[src/rtl/fifo_dma_pkg.sv]
`timescale 1ns/1ps
// Shared types for the FIFO DMA request logic.
// Assumes nothing beyond IEEE 1800-2017 packages.
package fifo_dma_pkg;
    // DMA signalling style as seen by the request generator
    typedef enum logic {
        DMA_SINGLE = 1'b0,
        DMA_BLOCK  = 1'b1
    } dma_style_e;
endpackage

[src/rtl/trig_level_sel.sv]
`timescale 1ns/1ps
// Turns a threshold field into an entry-count level.
// A zero field maps to DEF_LVL, any other field to field*STEP.
// Assumes CNT_W is wide enough to hold (2**FLD_W - 1)*STEP.
module trig_level_sel #(
    parameter int CNT_W   = 7,
    parameter int FLD_W   = 4,
    parameter int STEP    = 4,
    parameter int DEF_LVL = 8
) (
    input  logic [FLD_W-1:0] fld,
    output logic [CNT_W-1:0] lvl
);
    // Field decode into a level
    always_comb begin
        if (fld == '0) lvl = CNT_W'(DEF_LVL);
        else           lvl = CNT_W'(fld) * CNT_W'(STEP);
    end
endmodule

[src/rtl/dma_req_ctrl.sv]
`timescale 1ns/1ps
// Registered DMA request and level-interrupt generation.
// In block style each request sets on its threshold and clears only at
// the far end (receive empty, transmit full). This gives hysteresis.
// Assumes fill counts never exceed DEPTH and levels are below DEPTH.
module dma_req_ctrl
    import fifo_dma_pkg::*;
#(
    parameter int DEPTH = 64,
    parameter int CNT_W = 7
) (
    input  logic             clk,
    input  logic             rst_n,
    input  dma_style_e       style,
    input  logic             fifo_on,
    input  logic [CNT_W-1:0] tx_fill,
    input  logic [CNT_W-1:0] rx_fill,
    input  logic [CNT_W-1:0] tx_lvl,
    input  logic [CNT_W-1:0] rx_lvl,
    output logic             tx_rdy,
    output logic             rx_rdy,
    output logic             tx_irq,
    output logic             rx_irq
);
    localparam logic [CNT_W-1:0] FULL = CNT_W'(DEPTH);

    logic [CNT_W-1:0] tx_free;
    logic tx_space_hit, rx_fill_hit, tx_empty, rx_empty, tx_full;
    logic tx_rdy_d, rx_rdy_d, tx_irq_d, rx_irq_d;

    // Threshold comparisons shared by requests and interrupts
    always_comb begin
        tx_free      = FULL - tx_fill;
        tx_space_hit = (tx_free >= tx_lvl);
        rx_fill_hit  = (rx_fill >= rx_lvl);
        tx_empty     = (tx_fill == '0);
        rx_empty     = (rx_fill == '0);
        tx_full      = (tx_fill == FULL);
    end

    // Next-state of the request lines per signalling style
    always_comb begin
        if (style == DMA_BLOCK) begin
            if (rx_fill_hit)   rx_rdy_d = 1'b1;
            else if (rx_empty) rx_rdy_d = 1'b0;
            else               rx_rdy_d = rx_rdy;
            if (tx_space_hit)  tx_rdy_d = 1'b1;
            else if (tx_full)  tx_rdy_d = 1'b0;
            else               tx_rdy_d = tx_rdy;
        end else begin
            rx_rdy_d = !rx_empty;
            tx_rdy_d = tx_empty;
        end
    end

    // Level interrupts fall back to single-entry rules with FIFOs off
    always_comb begin
        rx_irq_d = fifo_on ? rx_fill_hit  : !rx_empty;
        tx_irq_d = fifo_on ? tx_space_hit : tx_empty;
    end

    // Output registers
    always_ff @(posedge clk) begin
        if (!rst_n) begin
            tx_rdy <= 1'b0;
            rx_rdy <= 1'b0;
            tx_irq <= 1'b0;
            rx_irq <= 1'b0;
        end else begin
            tx_rdy <= tx_rdy_d;
            rx_rdy <= rx_rdy_d;
            tx_irq <= tx_irq_d;
            rx_irq <= rx_irq_d;
        end
    end
endmodule

[src/rtl/rx_idle_timer.sv]
`timescale 1ns/1ps
// Receive idle timeout: counts character ticks while the receive FIFO
// holds data. It flags after IDLE_CHARS ticks with no push and no pop.
// Assumes char_tick is a single-cycle pulse per character time.
module rx_idle_timer #(
    parameter int IDLE_CHARS = 4
) (
    input  logic clk,
    input  logic rst_n,
    input  logic has_data,
    input  logic restart,
    input  logic char_tick,
    output logic idle
);
    localparam int TW = $clog2(IDLE_CHARS + 1);
    localparam logic [TW-1:0] LAST = TW'(IDLE_CHARS - 1);

    logic [TW-1:0] ticks;

    // Tick counter with restart and empty hold-off
    always_ff @(posedge clk) begin
        if (!rst_n || !has_data || restart) begin
            ticks <= '0;
            idle  <= 1'b0;
        end else if (char_tick && !idle) begin
            ticks <= ticks + 1'b1;
            if (ticks == LAST) idle <= 1'b1;
        end
    end
endmodule

[src/rtl/fifo_dma_status.sv]
`timescale 1ns/1ps
// Top of the FIFO DMA request logic: decodes both thresholds, selects the
// signalling style, and combines request, interrupt and idle timer logic.
// Assumes fill counts are supplied by the FIFOs and stay within 0..DEPTH.
module fifo_dma_status
    import fifo_dma_pkg::*;
#(
    parameter int DEPTH      = 64,
    parameter int FLD_W      = 4,
    parameter int STEP       = 4,
    parameter int TX_DEF_LVL = 8,
    parameter int RX_DEF_LVL = 1,
    parameter int IDLE_CHARS = 4,
    localparam int CNT_W     = $clog2(DEPTH + 1)
) (
    input  logic             clk,
    input  logic             rst_n,
    input  logic             fifo_on,
    input  logic             blk_mode,
    input  logic [CNT_W-1:0] tx_fill,
    input  logic [CNT_W-1:0] rx_fill,
    input  logic [FLD_W-1:0] tx_thr,
    input  logic [FLD_W-1:0] rx_thr,
    input  logic             char_tick,
    input  logic             rx_push,
    input  logic             rx_pop,
    output logic             tx_rdy,
    output logic             rx_rdy,
    output logic             rx_lvl_irq,
    output logic             tx_lvl_irq,
    output logic             rx_idle
);
    localparam int N_DIR = 2; // index 0 transmit, 1 receive

    logic [FLD_W-1:0] fld [N_DIR];
    logic [CNT_W-1:0] lvl [N_DIR];
    dma_style_e       style;

    // Field routing per direction
    always_comb begin
        fld[0] = tx_thr;
        fld[1] = rx_thr;
    end

    // One level decoder per direction, each with its own default
    for (genvar d = 0; d < N_DIR; d++) begin : g_lvl
        trig_level_sel #(
            .CNT_W  (CNT_W),
            .FLD_W  (FLD_W),
            .STEP   (STEP),
            .DEF_LVL((d == 0) ? TX_DEF_LVL : RX_DEF_LVL)
        ) sel_i (
            .fld(fld[d]),
            .lvl(lvl[d])
        );
    end

    // Block style needs FIFOs on; otherwise single-transfer style
    always_comb style = (fifo_on && blk_mode) ? DMA_BLOCK : DMA_SINGLE;

    dma_req_ctrl #(
        .DEPTH(DEPTH),
        .CNT_W(CNT_W)
    ) req_i (
        .clk    (clk),
        .rst_n  (rst_n),
        .style  (style),
        .fifo_on(fifo_on),
        .tx_fill(tx_fill),
        .rx_fill(rx_fill),
        .tx_lvl (lvl[0]),
        .rx_lvl (lvl[1]),
        .tx_rdy (tx_rdy),
        .rx_rdy (rx_rdy),
        .tx_irq (tx_lvl_irq),
        .rx_irq (rx_lvl_irq)
    );

    rx_idle_timer #(
        .IDLE_CHARS(IDLE_CHARS)
    ) idle_i (
        .clk      (clk),
        .rst_n    (rst_n),
        .has_data (rx_fill != '0),
        .restart  (rx_push || rx_pop),
        .char_tick(char_tick),
        .idle     (rx_idle)
    );
endmodule

[config.mk]
export PLATFORM = sky130hd
export DESIGN_NAME = fifo_dma_status
export DESIGN_NICKNAME = d
export VERILOG_FILES = /design/src/rtl/fifo_dma_pkg.sv /design/src/rtl/trig_level_sel.sv /design/src/rtl/dma_req_ctrl.sv /design/src/rtl/rx_idle_timer.sv /design/src/rtl/fifo_dma_status.sv
export SDC_FILE = /design/constraint.sdc
export NUM_CORES = 1
export LEC_CHECK = 0
export BUFFER_PORTS_ARGS = -buffer_cell sky130_fd_sc_hd__buf_2
export CAP_MARGIN = 20
export CORE_ASPECT_RATIO = 2
export CORE_MARGIN = 2
export CORE_UTILIZATION = 25
export DETAILED_ROUTE_END_ITERATION = 7
export HOLD_SLACK_MARGIN = 0.05
export PLACE_DENSITY_LB_ADDON = 0.12
export REMOVE_ABC_BUFFERS = 1
export SLEW_MARGIN = 20
export SYNTH_ARGS = -nofsm -noshare
export SYNTH_HDL_FRONTEND = slang
export SYNTH_SLANG_ARGS = --single-unit
[constraint.sdc]
create_clock -name clk -period 3.15 [get_ports clk]
set_clock_uncertainty 0.15 [all_clocks]
set_input_delay 0.63 -clock clk [delete_from_list [all_inputs] [get_ports clk]]
set_output_delay 0.63 -clock clk [all_outputs]
set_load 0.01 [all_outputs]
==> results of run 1 <==
==> cell families after synthesis <==
group	Yosys count	synth area share, %
xor+xnor	4	5.10
flops	8	23.3
compound gates	17	14.8
simple gates	33	29.9
fa+ha+maj	11	20.0
mux	1	1.46
buf+inv	10	5.46
==> per-layer routing <==
| layer | share of wire (%) | routed length [µm] | vias up | GRT usage (%) |
|---|---|---|---|---|
| li1 | - | - | 382 | - |
| met2 | 58 | 990 | 27 | 23.1 |
| met5 | 0 | 0 | - | 0 |
| met4 | 2.1 | 36 | 0 | 9.00 |
| met1 | 34 | 578 | 315 | 10.9 |
| met3 | 5.7 | 97 | 2 | 0.847 |
==> power by group through the flow <==
stage | Sequential, mW | Clock (mW) | Combinational [mW]
after floorplan | 0.111 | 0 | 0.0387
after global placement | 0.109 | 0 | 0.0791
after detailed placement | 0.109 | 0 | 0.0798
after CTS | 0.107 | 0.125 | 0.0802
after global routing | 0.108 | 0.131 | 0.0912
final | 0.107 | 0.121 | 0.0781
==> final timing paths <==
check | startpoint | endpoint | cells after the start
worst max-delay path | tx_fill[3] | req_i.tx_irq | 8
worst min-delay path | idle_i.idle | idle_i.idle | 2
worst max register to register | idle_i.ticks[0] | idle_i.ticks[2] | 3
worst min register to register | idle_i.idle | idle_i.idle | 2
==> cells in the final DEF, fill, tap and decap left out, types with 2 or more instances in the layout <==
| cell type | instances |
|---|---|
| buf_2 | 33 |
| a21oi_1 | 7 |
| inv_1 | 9 |
| nor2b_1 | 2 |
| clkbuf_8 | 3 |
| o21ai_0 | 4 |
| nor3_1 | 3 |
| nand2_1 | 2 |
| nor4_1 | 4 |
| nand3_1 | 3 |
| xnor2_1 | 3 |
| nor2_1 | 12 |
| dfxtp_1 | 8 |
| ha_1 | 11 |
==> cell type report <==
class	instances	area (µm²)
Fill cell	290	1640
Tap cell	28	35.0
Clock buffer	3	41.3
Multi-Input combinational cell	66	489
Inverter	9	33.8
Timing Repair Buffer	34	173
Sequential cell	8	160
==> cells in the mapped netlist (2+ instances only) <==
library cell	number	area, µm²
dfxtp_1	8	160
nor2_1	12	45.0
a21oi_1	7	35.0
o21ai_0	4	20.0
nand2_1	2	7.51
nor4_1	4	25.0
nor2b_1	2	12.5
ha_1	11	138
inv_1	9	33.8
xnor2_1	3	26.3
nand3_1	3	15.0
nor3_1	3	15.0
==> sequential cells by signal, indices dropped and copies added, names as in the netlist <==
name / cells
req_i.tx_rdy: 1
idle_i.idle: 1
idle_i.ticks: 3
req_i.rx_irq: 1
req_i.rx_rdy: 1
req_i.tx_irq: 1
==> through the flow <==
step | hold WS (ns) | setup slack, ns | std cells
finish | 0.336 | 0.727 | 148
global route | 0.378 | 0.605 | 148
CTS | 0.343 | 0.713 | 148
detailed placement | 0.334 | 0.471 | 145
global placement | 0.325 | 0.501 | 145
floorplan | 0.315 | 0.642 | 83
==> worst max-delay path, cell delays in order <==
cell,delay [ns]
buf_2,0.12
or4_4,0.56
nor2_1,0.13
xnor2_1,0.13
ha_1,0.26
o311a_1,0.14
nor4b_2,0.31
a21oi_1,0.11
==> results.toml, run 1 <==
[run_status]
status = "finished clean"

[layout]
layout-drive-gt1-share_pct = 35.0
fin_nets = 162
num_antenna_cells = 0
synthToLayoutAreaGrowth_pct = 35.7
finish.utilization_pct = 36.3
stdcell_area_um2 = 932

[route]
drt.antenna.violating_nets = 0
drt-initial-drc-count = 6
drt-vias-per-instance = 4.91
firstDrtPassIters = 4
vias = 726
drc = 0
wl_per_cell_um = 11.5
drt-total-wl_um = 1700

[floorplan]
fp.dieArea_um2 = 3210
coreArea_um2 = 2570
ios = 34
die_y_um = 78.1
start_util_pct = 26.7
rows = 26
die_x_um = 41.1

[pwr]
peakVddDrop_mv = 0.138
seqPwrFrac_pct = 35.0
comb_power_share_pct = 25.5
p_sw_mw = 0.0798
switching_share_pct = 26.0
clock_power_share_pct = 39.6
internal_power_mw = 0.227
cellLeakagePower_nw = 0.458
p_per_area_nw_per_um2 = 329
power_mw = 0.307

[global_route]
grt_max_degree = 7
grt_overflow = 0
grtUsageTotal_pct = 12.6
antenna_found_initial = 0
grt_pass1_vias = 724
grt_pass1_wl_um = 2770

[timing]
fin_crit_sh_pct = 76.9
setup_viol = 0
max_freq_ghz = 0.413
relSlewSlack_pct = 68.8
drv_slew = 0
finalHoldViolations = 0
fin_tns_setup_ns = 0
tightest_slew_ns = 0.464
rsz0062_at_grt = "false"
period_needed_ns = 2.42

[clock_tree]
h-tree-depth = 1
clock_sinks = 8
path_clk_slew_ns = 0.04
post_cts_resized = 0
root_buffer = "clkbuf_8"
cts_buffers = 3
cts_hold_buf = 0
cts_tree = "done"
ctsLongestPathBuffers = 2
post_cts_buffers = 0
clk_latency_ns = 0.22

[run]
max_cap_viol_count = 0

[setup_path]
reg2reg_slack_ns = 1.94
arrival_ns = 2.38
critPathCaptureType = "flip-flop"
cp.required_ns = 3.10
startpoint_type = "primary input"
critical_path_class = "in -> reg"
crit_fanout = 3

[logic_synthesis]
avgSynthCellArea_um2 = 8.18
seq_area_frac_synth_pct = 23.3
ys_seq_elements = 8
async_flop_share_pct = 0
synth_area_um2 = 687
synthFlopType = "dfxtp_1"
ys_warn_count = 0
syn_inst = 84
synth_edf_count = 0
ys_types = 28

[place]
routabilityCongestion = 0.704
hpwlAfterDp_um = 1550
placed_area_um2 = 891
io_buffers = 33

[worst_hold_path]
hold_class = "reg -> reg"
Power figures use the tool's default switching activity.
==> inputs of run 2 (changes only) <==
Clock period 3.15 ns to 2.38 ns, I/O delays scaled along.
==> run 2 against run 1 <==
Against the previous run: largest cell class unchanged; final area rose by 1.6%; combinational power rose by 34%; first-iteration DRC count rose by 50%; register-to-register slack got worse by 0.78 ns; non-clock buffer count rose by 2; flip-flop and latch count did not move; highest routed layer unchanged; via count rose by 0.28%; utilization rose by 0.58 points; worst hold slack improved by 0.00075 ns; sequential share of layout area fell by 0.27 points; cell count rose by 1.4%.
==> results.toml, run 2 (synthesis results as in run 1) <==
[layout]
most-common-layout-cells = "33 x buf_2, 12 x nor2_1, 11 x ha_1"
finish.utilization_pct = 36.9
num_antenna_cells = 0
fin_nets = 164
n_fill_cell = 277
final_common_cell = "buf_2"
largest_register = "idle_i.ticks"
synthToLayoutAreaGrowth_pct = 37.9
layout-drive-gt1-share_pct = 36.1
largest_reg_flops = 3

[clock_tree]
ctsLongestPathBuffers = 2
cts_hold_buf = 0
cts_buffers = 3
cts_tree = "done"
clk_latency_ns = 0.22
clock_sinks = 8
post_cts_buffers = 0
h-tree-depth = 1
root_buffer = "clkbuf_8"
post_cts_resized = 0
path_clk_slew_ns = 0.04

[route]
wl_per_cell_um = 11.3
drt-total-wl_um = 1700
drt.antenna.violating_nets = 0
drc = 0
vias = 728
drt-vias-per-instance = 4.85
drt-initial-drc-count = 9
firstDrtPassIters = 4

[global_route]
grtUsageTotal_pct = 12.7
grt_overflow = 0
grt_pass1_vias = 733
antenna_found_initial = 0
grt_pass1_wl_um = 2790
grt_max_degree = 7

[setup_path]
startpoint_type = "primary input"
cp_slowest_cell = "or4_4"
worst_path_largest_cell_delay_ns = 0.53
critical_path_class = "in -> reg"
critPathCaptureType = "flip-flop"
crit_family = "simple AND/OR/NAND/NOR gates"
crit_fanout = 3
crit_chain = "buf_2 > or4_4 > nor2_1 > xnor2_1 > ha_1 > o311a_1 > nor4b_2 > a21oi_1"
arrival_ns = 2.20
crit_buf_inv = 1
cp.required_ns = 2.34

[place]
routabilityCongestion = 0.725
hpwlAfterDp_um = 1520
io_buffers = 33

[worst_hold_path]
hold_class = "reg -> reg"

[timing]
relSlewSlack_pct = 73.7
finalHoldViolations = 0
setup_viol = 0
rsz0062_at_grt = "false"
hold_ws_ns = 0.337
tightest_slew_ns = 0.391
fin_crit_sh_pct = 94.2
drv_slew = 0
period_needed_ns = 2.24
max_freq_ghz = 0.446

[floorplan]
die_x_um = 41.1
coreArea_um2 = 2570
start_util_pct = 26.7
rows = 26
die_y_um = 78.1
fp.dieArea_um2 = 3210
ios = 34

[pwr]
p_per_area_nw_per_um2 = 431
peakVddDrop_mv = 0.208
cellLeakagePower_nw = 0.467

[run]
max_cap_viol_count = 0

[run_status]
status = "finished clean"
run 2: changes by cell type in the layout (fill, tap and decap cells not counted), sizes merged:
cell,change
buf,+2
run 2: power by group:
| part | total, mW | switching [mW] | internal (mW) |
|---|---|---|---|
| clock | 0.161 | 0.0517 | 0.109 |
| sequential | 0.142 | 0.00192 | 0.140 |
| combinational | 0.105 | 0.0529 | 0.0522 |
run 2: area by class of cell:
cell class                 instances  area (µm²)  share of cell area (%)
tap                               28        35.0                    3.70
timing repair buffer              36         188                    19.8
sequential                         8         160                    16.9
multi-input combinational         66         489                    51.7
inverter                           9        33.8                    3.57
clock buffer                       3        41.3                    4.36
run 2: worst reg2reg max path, delay by kind of cell (launching register included):
| kind | cells | cell delay [ns] |
|---|---|---|
| adders and majority gates | 2 | 0.48 |
| DFF | 1 | 0.32 |
| AOI/OAI and AO/OA | 1 | 0.19 |
run 2: routing by layer:
metal | routed length (µm) | track usage (%)
met1 | 601 | 11.5
met2 | 962 | 22.3
met3 | 98 | 1.98
met4 | 36 | 9.00
met5 | 0 | 0
run 2: worst paths after layout:
kind,start,endpoint,slack [ns],cells past startpoint
worst max-delay path,tx_fill[3],req_i.tx_irq,0.14,8
worst min-delay path,idle_i.idle,idle_i.idle,0.34,2
worst max register to register,idle_i.ticks[0],idle_i.ticks[2],1.16,3
worst min register to register,idle_i.idle,idle_i.idle,0.34,2
run 2: through the flow:
stage / std cells / TNS, ns / setup WS [ns] / cell area, µm² / total power [mW]
2_1_floorplan: 83 / 0 / 0.0263 / 683 / 0.198
3_3_place_gp: 147 / -0.171 / -0.0858 / 906 / 0.250
3_5_place_dp: 147 / -0.225 / -0.116 / 906 / 0.251
4_1_cts: 150 / 0 / 0.119 / 947 / 0.416
5_1_grt: 150 / 0 / 0.0354 / 947 / 0.440
6_report: 150 / 0 / 0.138 / 947 / 0.408
